$ cat config.mk
export PLATFORM = sky130hd
export DESIGN_NAME = spi_drv_top
export DESIGN_NICKNAME = d
export VERILOG_FILES = /design/src/rtl/spi_drv_pkg.sv /design/src/rtl/spi_drv_sync.sv /design/src/rtl/spi_drv_ctrl.sv /design/src/rtl/spi_drv_dp.sv /design/src/rtl/spi_drv_top.sv
export SDC_FILE = /design/constraint.sdc
export NUM_CORES = 1
export LEC_CHECK = 0
export ABC_AREA = 0
export BUFFER_PORTS_ARGS = -buffer_cell sky130_fd_sc_hd__buf_2
export CORE_MARGIN = 8
export CORE_UTILIZATION = 55
export CTS_CLUSTER_DIAMETER = 100
export DETAILED_ROUTE_END_ITERATION = 10
export PLACE_DENSITY = 0.78
export SLEW_MARGIN = 25
export SYNTH_ARGS = -nofsm -noshare
export SYNTH_HDL_FRONTEND = slang
export SYNTH_SLANG_ARGS = --single-unit
$ cat constraint.sdc
create_clock -name clk -period 3.8 [get_ports clk]
set_clock_uncertainty 0.05 [all_clocks]
set_input_delay 0.38 -clock clk [delete_from_list [all_inputs] [get_ports clk]]
set_output_delay 0.38 -clock clk [all_outputs]
set_load 0.005 [all_outputs]
$ cat src/rtl/spi_drv_pkg.sv
package spi_drv_pkg;
  localparam int WORD_W = 16;
  localparam int CHAN_N = 4;

  typedef struct packed {
    logic load;     // chip-select fall: capture status, drive output
    logic drop;     // chip-select rise: stop driving output
    logic sample;   // serial-clock rise inside a frame
    logic shift;    // serial-clock fall inside a frame
    logic commit;   // valid frame ended
    logic reject;   // invalid frame ended
    logic serInBit; // synchronized serial input
  } strobe_t;
endpackage

$ cat src/rtl/spi_drv_sync.sv
module spi_drv_sync #(
  parameter int WIDTH = 1,
  parameter int STAGES = 2,
  parameter logic [WIDTH-1:0] RESET_VAL = '0
) (
  input  logic             clk,
  input  logic             rstN,
  input  logic [WIDTH-1:0] din,
  output logic [WIDTH-1:0] dout
);
  logic [WIDTH-1:0] chain [STAGES];

  generate
    for (genvar s = 0; s < STAGES; s++) begin : g_stage
      always_ff @(posedge clk or negedge rstN) begin
        if (!rstN) chain[s] <= RESET_VAL;
        else if (s == 0) chain[s] <= din;
        else chain[s] <= chain[(s == 0) ? 0 : s-1];
      end
    end
  endgenerate

  assign dout = chain[STAGES-1];
endmodule

$ cat src/rtl/spi_drv_ctrl.sv
module spi_drv_ctrl
  import spi_drv_pkg::*;
#(
  parameter int WORD = WORD_W,
  parameter int CNT_W = 8,
  parameter int SYNC_STAGES = 2
) (
  input  logic    clk,
  input  logic    rstN,
  input  logic    sclk,
  input  logic    serIn,
  input  logic    csN,
  output strobe_t strb
);
  localparam int BYTE_BITS = 8;
  localparam int BYTE_LSB = $clog2(BYTE_BITS);
  localparam logic [CNT_W-1:0] MIN_BITS = CNT_W'(WORD);
  localparam logic [CNT_W-1:0] CNT_MAX = '1;

  logic [2:0] pinSync;
  logic csSync, sclkSync, siSync;
  logic csPrev, sclkPrev;
  logic inFrame, csFall, csRise, frameOk;
  logic [CNT_W-1:0] bitCnt;

  spi_drv_sync #(.WIDTH(3), .STAGES(SYNC_STAGES), .RESET_VAL(3'b100)) i_sync (
    .clk(clk), .rstN(rstN), .din({csN, sclk, serIn}), .dout(pinSync)
  );
  assign {csSync, sclkSync, siSync} = pinSync;

  always_ff @(posedge clk or negedge rstN) begin
    if (!rstN) begin
      csPrev <= 1'b1;
      sclkPrev <= 1'b0;
    end else begin
      csPrev <= csSync;
      sclkPrev <= sclkSync;
    end
  end

  assign csFall = csPrev & ~csSync;
  assign csRise = ~csPrev & csSync;
  assign inFrame = ~csPrev & ~csSync;

  always_ff @(posedge clk or negedge rstN) begin
    if (!rstN) bitCnt <= '0;
    else if (csFall) bitCnt <= '0;
    else if (strb.sample && bitCnt != CNT_MAX) bitCnt <= bitCnt + 1'b1;
  end

  assign frameOk = (bitCnt >= MIN_BITS) && (bitCnt[BYTE_LSB-1:0] == '0);

  always_comb begin
    strb.load = csFall;
    strb.drop = csRise;
    strb.sample = inFrame & sclkSync & ~sclkPrev;
    strb.shift = inFrame & ~sclkSync & sclkPrev;
    strb.commit = csRise & frameOk;
    strb.reject = csRise & ~frameOk;
    strb.serInBit = siSync;
  end


  idle_count_chk: assert property (@(posedge clk) disable iff (!rstN)
    (csPrev && csSync) |=> $stable(bitCnt));


  edge_excl_chk: assert property (@(posedge clk) disable iff (!rstN)
    strb.drop |=> !strb.sample && !strb.shift);
endmodule

$ cat src/rtl/spi_drv_dp.sv
module spi_drv_dp
  import spi_drv_pkg::*;
#(
  parameter int WORD = WORD_W,
  parameter int CHANS = CHAN_N
) (
  input  logic             clk,
  input  logic             rstN,
  input  strobe_t          strb,
  input  logic [CHANS-1:0] faultIn,
  output logic             serOut,
  output logic             serOutEn,
  output logic [CHANS-1:0] enReg,
  output logic             errFlag
);
  localparam int PAD_W = WORD - 1 - CHANS;

  logic [WORD-1:0] shiftReg;
  logic [WORD-1:0] statusWord;
  logic siLatch;

  assign statusWord = {errFlag, {PAD_W{1'b0}}, faultIn};

  always_ff @(posedge clk or negedge rstN) begin
    if (!rstN) begin
      shiftReg <= '0;
      siLatch <= 1'b0;
    end else begin
      if (strb.sample) siLatch <= strb.serInBit;
      if (strb.load) shiftReg <= statusWord;
      else if (strb.shift) shiftReg <= {shiftReg[WORD-2:0], siLatch};
    end
  end

  always_ff @(posedge clk or negedge rstN) begin
    if (!rstN) serOutEn <= 1'b0;
    else if (strb.load) serOutEn <= 1'b1;
    else if (strb.drop) serOutEn <= 1'b0;
  end

  always_ff @(posedge clk or negedge rstN) begin
    if (!rstN) enReg <= '0;
    else if (strb.commit) enReg <= shiftReg[CHANS-1:0];
  end

  always_ff @(posedge clk or negedge rstN) begin
    if (!rstN) errFlag <= 1'b0;
    else if (strb.reject) errFlag <= 1'b1;
    else if (strb.load) errFlag <= 1'b0;
  end

  assign serOut = shiftReg[WORD-1];


  hold_enable_chk: assert property (@(posedge clk) disable iff (!rstN)
    !strb.commit |=> $stable(enReg));


  commit_value_chk: assert property (@(posedge clk) disable iff (!rstN)
    strb.commit |=> enReg == $past(shiftReg[CHANS-1:0]));


  err_sticky_chk: assert property (@(posedge clk) disable iff (!rstN)
    strb.reject |=> errFlag);


  status_load_chk: assert property (@(posedge clk) disable iff (!rstN)
    strb.load |=> serOutEn && serOut == $past(errFlag));
endmodule

$ cat src/rtl/spi_drv_top.sv
module spi_drv_top
  import spi_drv_pkg::*;
#(
  parameter int WORD = WORD_W,
  parameter int CHANS = CHAN_N,
  parameter int CNT_W = 8,
  parameter int SYNC_STAGES = 2
) (
  input  logic             clk,
  input  logic             rstN,
  input  logic             sclk,
  input  logic             serIn,
  input  logic             csN,
  input  logic             outEnN,
  input  logic [CHANS-1:0] faultIn,
  output logic             serOut,
  output logic             serOutEn,
  output logic [CHANS-1:0] drvEn,
  output logic             frameErr
);
  strobe_t strb;
  logic [CHANS-1:0] enReg;

  spi_drv_ctrl #(.WORD(WORD), .CNT_W(CNT_W), .SYNC_STAGES(SYNC_STAGES)) i_ctrl (
    .clk(clk), .rstN(rstN), .sclk(sclk), .serIn(serIn), .csN(csN), .strb(strb)
  );

  spi_drv_dp #(.WORD(WORD), .CHANS(CHANS)) i_dp (
    .clk(clk), .rstN(rstN), .strb(strb), .faultIn(faultIn),
    .serOut(serOut), .serOutEn(serOutEn), .enReg(enReg), .errFlag(frameErr)
  );

  assign drvEn = outEnN ? '0 : enReg;
endmodule

==> impl_metrics.ini, run 1 <==
[setup_path]
crit_path_max_fanout = 15
critPathArrivalTime_ns = 1.94
timing.setup.critical_path_class = reg2reg
startpoint_type = flop
cp-end-kind = flop
crit_required_ns = 3.96

[yosys]
avgSynthCellArea_um2 = 10.8
ys_seq_area_share_pct = 56.5
synth_fp_nets = 176
synth.top_cell.area_share_pct = 51.9
synth_warnings = 0
synth_area_leader_cell = dfrtp_1
ys_ff_latch = 39
post_synth_num_cell_types = 29
syn_inst = 161
async_flop_share_pct = 100
synth_ff_type = dfrtp_1
synth_area_leaders = dfrtp_1, nand2_1, dfstp_2, a21oi_1, ha_1
synthesis.area_mm2 = 0.00173
synth_edf_count = 0

[run_status]
status = finished, final reports clean

[clock_network]
cts_tree = done
clkSinkCount = 39
post-cts-setup-buffers = 0
clock_latency_ns = 0.35
cts_buffer_depth = 2
numCtsBuffers = 5
h-tree-depth = 2
clock-root-buffer = clkbuf_4
clk_pin_slew_ns = 0.11
holdBufCountCts = 0
cts-resized-gates = 0

[routing]
vias = 1210
viasPerCell = 5.48
routed_wl_mm = 3.08
drt_iter0_drc = 118
ant_nets = 0
drc = 0
firstDrtPassIters = 4
wl_per_cell_um = 13.9

[timing]
finalSetupViolCount = 0
grt_setup_unrepaired = false
min_period_over_period_pct = 46.8
setup_tns_ns = 0
fmax_ghz = 0.562
min_period_ns = 1.78
hold_violations = 0
slew_headroom_pct = 44.2
setup_ws_ns = 2.02
worst_pin_slew_ns = 0.837
drv_slew = 0

[pwr]
switching_share_pct = 25.5
p_int_mw = 0.528
p_leak_nw = 0.879
irDropWorstVdd_mv = 0.167
p_seq_share_pct = 63.3
p_switching_mw = 0.181
powerDensity_mw_per_mm2 = 375
clockPowerShare_pct = 29.1
power_frac_comb_pct = 7.6

[die]
ios = 17
rows = 20
die_w_um = 72.2
die_y_um = 72.2
core_area_mm2 = 0.00303
start_util_pct = 57.3
die_area_mm2 = 0.00521

[global_route]
overflow = 0
grt_pass1_wl_mm = 5.34
grt_pass1_vias = 1177
groute.usage.overall_pct = 13.1
antenna_found_initial = 0
grt_start_max_net_pins = 40

[layout]
final_cell_mix = dfrtp_1, nand2_1, buf_2
n_antenna_cell = 0
drive_above_1_share_pct = 18.1
area_growth_pct = 9.09
final_common_cell = dfrtp_1
nNetsFinal = 191

[placement]
hpwlAfterDp_mm = 2.10
dp_slack_ns = 1.80
gp_congestion = 0.865
place.port_buffers = 16

[hold_path]
hold_class = in2async

[job]
maxCapViolCount = 0
-- metal layers --
| metal | track usage [%] | routed length, µm | up-vias |
|---|---|---|---|
| met5 | 0 | 0 | - |
| met4 | 5.67 | 59 | 0 |
| met3 | 4.82 | 145 | 7 |
| met2 | 20.6 | 1470 | 25 |
| met1 | 15.8 | 1400 | 599 |
| li1 | - | - | 579 |
-- state kept, by name (all words and copies together) (netlist names) --
name	cells
i_ctrl.bitCnt	8
i_ctrl.csPrev	1
i_ctrl.i_sync.chain	3
i_ctrl.i_sync.dout	3
i_ctrl.sclkPrev	1
i_dp.enReg	4
i_dp.errFlag	1
i_dp.serOutEn	1
i_dp.shiftReg	16
i_dp.siLatch	1
-- final cells by class --
| type | instances | area (µm²) |
|---|---|---|
| Sequential cell | 39 | 980 |
| Inverter | 5 | 18.8 |
| Multi-Input combinational cell | 109 | 704 |
| Timing Repair Buffer | 16 | 80.1 |
| Clock inverter | 2 | 12.5 |
| Tap cell | 44 | 55.1 |
| Fill cell | 253 | 1140 |
| Clock buffer | 6 | 41.3 |
-- cell usage after synthesis, types with 4 or more instances --
cell type,number
dfrtp_1,36
nand2_1,34
a21oi_1,14
nor2b_1,7
mux2i_1,6
ha_1,5
inv_1,5
o21ai_0,5
and2_1,4
clkbuf_1,4
mux2_1,4
nor2_1,4
-- worst max-delay path, stage by stage (launching register included) --
cell,delay [ns]
dfstp_2,0.39
inv_1,0.08
ha_1,0.21
and3b_1,0.56
mux2i_1,0.26
o21ai_0,0.09
-- power groups by stage --
stage	Combinational, mW	Clock [mW]	Sequential [mW]
after detailed placement	0.0550	0	0.456
after CTS	0.0551	0.212	0.448
after floorplan	0.0314	0	0.453
after global placement	0.0524	0	0.455
final	0.0538	0.206	0.449
after global routing	0.0624	0.226	0.451
-- cells by family (layout without fill, tap and decap cells) --
kind of cell,after synthesis,in the layout,synth area share (%)
simple gates,62,62,18.7
mux,13,13,8.01
buf+inv,13,29,3.03
compound gates,29,29,10.2
flops,39,39,56.5
fa+ha+maj,5,5,3.61
-- through the flow --
stage | std cells | hold slack (ns) | cell area (µm²) | utilization (%) | power, mW
final | 221 | 0.0636 | 1890 | 62.5 | 0.709
after global routing | 221 | 0.0400 | 1890 | 62.5 | 0.740
after CTS | 221 | 0.0487 | 1890 | 62.4 | 0.715
after detailed placement | 213 | 0.296 | 1840 | 60.6 | 0.511
after global placement | 213 | 0.283 | 1840 | 60.6 | 0.507
after floorplan | 161 | 0.0344 | 1730 | - | 0.484
-- worst paths after layout --
| check | startpoint | to | slack [ns] | cells past startpoint |
|---|---|---|---|---|
| worst max-delay path | i_ctrl.i_sync.dout[2] | i_dp.shiftReg[1] | 2.02 | 5 |
| worst min-delay path | rstN | i_ctrl.bitCnt[6] | 0.06 | 1 |
| max in group asynchronous | rstN | i_dp.enReg[1] | 3.10 | 1 |
| min in group clk | csN | i_ctrl.i_sync.chain[5] | 0.07 | 1 |
| worst max register to register | i_ctrl.i_sync.dout[2] | i_dp.shiftReg[1] | 2.02 | 5 |
| worst min register to register | i_ctrl.i_sync.chain[5] | i_ctrl.i_sync.dout[2] | 0.31 | 0 |
(Power assumes the default switching activity.)
==> inputs of run 2 (changes only) <==
==> constraint.sdc (replaced) <==
create_clock -name clk -period 1.8 [get_ports clk]
set_clock_uncertainty 0.05 [all_clocks]
set_input_delay 0.18 -clock clk [delete_from_list [all_inputs] [get_ports clk]]
set_output_delay 0.18 -clock clk [all_outputs]
set_load 0.005 [all_outputs]
==> run 2 against run 1 <==
- sequential share of layout area decreased by 3.8 points
- first-iteration DRC count decreased by 18%
- maximum frequency increased by 2.9%
- utilization increased by 5.0 points
- largest power group unchanged
- largest cell class unchanged
- clock power increased to 2.8 times the previous value
==> impl_metrics.ini, run 2 (synthesized netlist as in run 1, its figures left out) <==
[run_status]
status = finished, final reports clean

[layout]
fin_cells = 233
n_antenna_cell = 0
final_util_pct = 67.4
fin_area_mm2 = 0.00204
final_common_cell = dfrtp_1
area_growth_pct = 17.7
n_fill_cell = 237
regMostFlops = i_dp.shiftReg
final_cell_mix = dfrtp_1, nand2_1, buf_2
nNetsFinal = 203
largestRegisters = i_dp.shiftReg x16, i_ctrl.bitCnt x8, i_dp.enReg x4
largest_reg_flops = 16
regArea_um2 = 980
drive_above_1_share_pct = 20.1
multi_input_area_um2 = 704

[clock_network]
cts_tree = done
clk_pin_slew_ns = 0.13
clkSinkCount = 39
clock-root-buffer = clkbuf_4
h-tree-depth = 2
numCtsBuffers = 5
clock_latency_ns = 0.36
cts_buffer_depth = 2
post-cts-setup-buffers = 0

[routing]
wl_per_cell_um = 14.0
vias = 1265
drt_iter0_drc = 97
drc = 0
routed_wl_mm = 3.26
viasPerCell = 5.43
ant_nets = 0
firstDrtPassIters = 5

[setup_path]
startpoint = i_ctrl.i_sync.dout[2]
critPathArrivalTime_ns = 1.92
crit_path_max_incr_delay_ns = 0.39
crit_slowest_cell = dfstp_2
crit_buf_inv = 1
startpoint_type = flop
timing.setup.critical_path_class = reg2reg
path_delay_family = flip-flops
cp-end-kind = flop
rr_startpoint = i_ctrl.i_sync.dout[2]
r2r_setup_slack_ns = 0.07
rr_worst_depth = 5
r2r_end = i_ctrl.bitCnt[0]
crit_required_ns = 1.99
path_cells = inv_1, ha_1, nand3b_1, a21oi_1, mux2_2
crit_path_max_fanout = 5

[global_route]
grt_pass1_wl_mm = 5.82
groute.usage.overall_pct = 14.7
grt_pass1_vias = 1262
grt_start_max_net_pins = 23
overflow = 0
antenna_found_initial = 0

[die]
core_area_mm2 = 0.00303
start_util_pct = 57.3
die_y_um = 72.2
ios = 17
die_area_mm2 = 0.00521
die_w_um = 72.2
rows = 20

[placement]
hpwlAfterDp_mm = 2.33
place.port_buffers = 16
gp_congestion = 0.933
dp_slack_ns = 0.0448
place_area_mm2 = 0.00188
dp.cells = 217

[timing]
grt_setup_unrepaired = true
whs_ns = 0.230
drv_slew = 0
hold_violations = 0
min_period_ns = 1.73
fmax_ghz = 0.578
setup_ws_ns = 0.0699
min_period_over_period_pct = 96.1
slew_headroom_pct = 65.6
finalSetupViolCount = 0
setup_tns_ns = 0
worst_pin_slew_ns = 0.515

[pwr]
clockPowerShare_pct = 34.8
power_mw = 1.67
p_seq_share_pct = 56.9
power_frac_comb_pct = 8.2
p_int_mw = 1.28
powerDensity_mw_per_mm2 = 816
p_switching_mw = 0.390
switching_share_pct = 23.4
p_leak_nw = 0.953
irDropWorstVdd_mv = 0.634

[job]
maxCapViolCount = 0

[hold_path]
hold_class = in2async
[run 2: cell count changes in the layout (fill, tap and decap cells not counted), sizes merged]
| cell | before | now |
|---|---|---|
| bufinv | 0 | 1 |
| clkinvlp | 1 | 0 |
| dlygate4sd3 | 0 | 8 |
| buf | 16 | 20 |
| clkinv | 1 | 2 |
| clkbuf | 6 | 5 |
[run 2: power groups by stage]
stage                     sequential [mW]  combinational (mW)  clock [mW]
after floorplan                     0.956              0.0664           0
after global placement              0.961               0.119           0
after detailed placement            0.965               0.124           0
after CTS                           0.949               0.140       0.601
after global routing                0.955               0.159       0.637
final                               0.949               0.137       0.580
[run 2: how the worst max path moves through the flow]
stage                  endpoint  cells after the start
2_1_floorplan  i_ctrl.bitCnt[3]                      6
3_3_place_gp   i_dp.shiftReg[3]                      5
3_5_place_dp   i_ctrl.bitCnt[3]                      5
4_1_cts        i_ctrl.bitCnt[3]                      5
5_1_grt        i_ctrl.bitCnt[0]                      5
6_report       i_ctrl.bitCnt[0]                      5
[run 2: routing by layer]
metal,wire (µm),GRT usage [%]
met5,0,0
met4,80,6.80
met3,195,5.51
met2,1590,23.6
met1,1400,16.9
[run 2: area by class of cell]
type                    instances  area share (%)
well taps                      44            2.70
flip-flops and latches         39            48.0
clock buffers                   5            1.84
multi-input cells             109            34.5
repair buffers                 28            9.93
clock inverters                 3            2.14
inverters                       5           0.919
[run 2: worst register-to-register path, cell delays in order, from the launching register on]
cell and delay, ns:
dfstp_2 0.39, inv_1 0.08, ha_1 0.20, nand3b_1 0.22, a21oi_1 0.31, mux2_2 0.37
[run 2: what timing repair did]
item	4_1_cts	5_1_grt
hold buffers	8	0
hold endpoints to repair	21	0
resized for setup	1	1
pin swaps	0	0
setup endpoints to repair	1	3
==> inputs of run 3 (changes only) <==
--- a/config.mk
+++ b/config.mk
@@ -8,10 +8,10 @@
 export ABC_AREA = 0
 export BUFFER_PORTS_ARGS = -buffer_cell sky130_fd_sc_hd__buf_2
 export CORE_MARGIN = 8
-export CORE_UTILIZATION = 55
+export CORE_UTILIZATION = 45
 export CTS_CLUSTER_DIAMETER = 100
 export DETAILED_ROUTE_END_ITERATION = 10
-export PLACE_DENSITY = 0.78
+export PLACE_DENSITY = 0.66
 export SLEW_MARGIN = 25
 export SYNTH_ARGS = -nofsm -noshare
 export SYNTH_HDL_FRONTEND = slang
==> run 3 against run 2 <==
- combinational power is 8% lower
- via count is 3.7% lower
- maximum frequency is 0.60% lower
- sequential share of layout area is 0.69 points higher
==> impl_metrics.ini, run 3 (synthesized netlist as in run 1, its figures left out) <==
[run_status]
status = finished, final reports clean

[routing]
wl_per_cell_um = 13.8
drt_iter0_drc = 113
wl_met2_mm = 1.50
firstDrtPassIters = 4
drc = 0
wl_met3_um = 157
routed_wl_mm = 3.19
viasPerCell = 5.25
met1_length_mm = 1.45
ant_nets = 0
routed.top_layer = met4
vias = 1218

[layout]
nNetsFinal = 199
n_antenna_cell = 0
largest_reg_flops = 16
largestRegisters = i_dp.shiftReg x16, i_ctrl.bitCnt x8, i_dp.enReg x4
drive_above_1_share_pct = 21.2
final_cell_mix = dfrtp_1, nand2_1, buf_2
regMostFlops = i_dp.shiftReg
final_common_cell = dfrtp_1
area_growth_pct = 16.1

[die]
ios = 17
core_area_mm2 = 0.00369
start_util_pct = 47.0
die_area_mm2 = 0.00610
die_w_um = 78.1
rows = 22
die_y_um = 78.1

[setup_path]
crit_path_max_fanout = 5
rr_worst_depth = 5
startpoint_type = flop
path_cells = inv_1, ha_1, nand3b_1, a21oi_1, mux2_2
rr_startpoint = i_ctrl.i_sync.dout[2]
timing.setup.critical_path_class = reg2reg
r2r_end = i_ctrl.bitCnt[0]
crit_required_ns = 1.92
cp-end-kind = flop
critPathArrivalTime_ns = 1.86
r2r_setup_slack_ns = 0.06
crit_path_max_incr_delay_ns = 0.38
crit_slowest_cell = mux2_2

[pwr]
p_leak_nw = 0.937
powerDensity_mw_per_mm2 = 823
irDropWorstVdd_mv = 0.330

[placement]
gp_congestion = 0.854
place.port_buffers = 16
hpwlAfterDp_mm = 2.24
dp_slack_ns = 0.0524

[job]
maxCapViolCount = 0

[hold_path]
worst_hold_path.endpoint = i_dp.shiftReg[0]
hp-start = faultIn[0]
hold_class = in2reg
hold_depth = 3

[clock_network]
clk_pin_slew_ns = 0.07
cts_buffer_depth = 2
clkSinkCount = 39
cts_tree = done
clock_latency_ns = 0.29
numCtsBuffers = 5
clock-root-buffer = clkbuf_8
h-tree-depth = 2

[timing]
drv_slew = 0
grt_setup_unrepaired = true
slew_headroom_pct = 67.5
fmax_ghz = 0.575
worst_pin_slew_ns = 0.488
min_period_ns = 1.74
whs_ns = 0.0441
min_period_over_period_pct = 96.7
hold_violations = 0
finalSetupViolCount = 0
setup_ws_ns = 0.0595

[global_route]
overflow = 0
grt_start_max_net_pins = 40
groute.usage.overall_pct = 11.3
antenna_found_initial = 0
grt_pass1_wl_mm = 5.52
grt_pass1_vias = 1250
## run 3: cell types whose count changed in the layout (fill, tap and decap cells not counted), sizes merged
cell | previous run | this run
bufinv | 1 | 0
clkbuf | 5 | 6
clkinv | 2 | 1
dlygate4sd3 | 8 | 4
## run 3: per-layer routing
layer  track usage (%)  vias up
li1                  -      598
met1              12.7      587
met2              17.9       23
met3              4.56       10
met4              6.11        0
met5                 0        -
## run 3: worst max-delay path by stage
stage,startpoint,slack [ns],end
CTS,i_ctrl.i_sync.dout[2],0.04,i_ctrl.bitCnt[5]
global placement,i_ctrl.i_sync.dout[2],0.15,i_dp.shiftReg[2]
finish,i_ctrl.i_sync.dout[2],0.06,i_ctrl.bitCnt[0]
floorplan,i_ctrl.i_sync.dout[2],0.18,i_ctrl.bitCnt[3]
global route,i_ctrl.i_sync.dout[2],-0.02,i_ctrl.bitCnt[0]
detailed placement,i_ctrl.i_sync.dout[2],0.05,i_dp.shiftReg[2]
## run 3: cell type report
| class | instances | area, µm² |
|---|---|---|
| Inverter | 5 | 18.8 |
| Clock buffer | 6 | 82.6 |
| Tap cell | 48 | 60.1 |
| Timing Repair Buffer | 24 | 150 |
| Multi-Input combinational cell | 109 | 717 |
| Sequential cell | 39 | 980 |
| Fill cell | 358 | 1680 |
| Clock inverter | 1 | 5.00 |
## run 3: power breakdown
group          switching, mW  internal [mW]
logic                 0.0701         0.0561
clock network          0.283          0.300
registers             0.0271          0.919
## run 3: critical path, delay by kind of cell, from the launching register on
family | cells | cell delay (ns)
adder cells (fa/ha/maj) | 1 | 0.21
AO/OA/AOI/OAI | 1 | 0.32
flip-flops | 1 | 0.37
buffers and inverters | 1 | 0.07
multiplexers | 1 | 0.38
AND/OR/NAND/NOR | 1 | 0.23
## run 3: repair_timing
item,in CTS,in global routing
setup buffers,0,0
resized for setup,0,4
setup endpoints to repair,0,8
hold buffers,4,0
endpoints found under the hold margin,39,0
## run 3: per-stage QoR
step | power, mW | cell area, µm² | setup TNS (ns) | utilization [%] | std cells
2_1_floorplan | 1.02 | 1730 | 0 | - | 161
3_3_place_gp | 1.08 | 1870 | 0 | 50.7 | 221
3_5_place_dp | 1.09 | 1870 | 0 | 50.7 | 221
4_1_cts | 1.68 | 2000 | 0 | 54.2 | 232
5_1_grt | 1.74 | 2010 | -0.0301 | 54.6 | 232
6_report | 1.66 | 2010 | 0 | 54.6 | 232
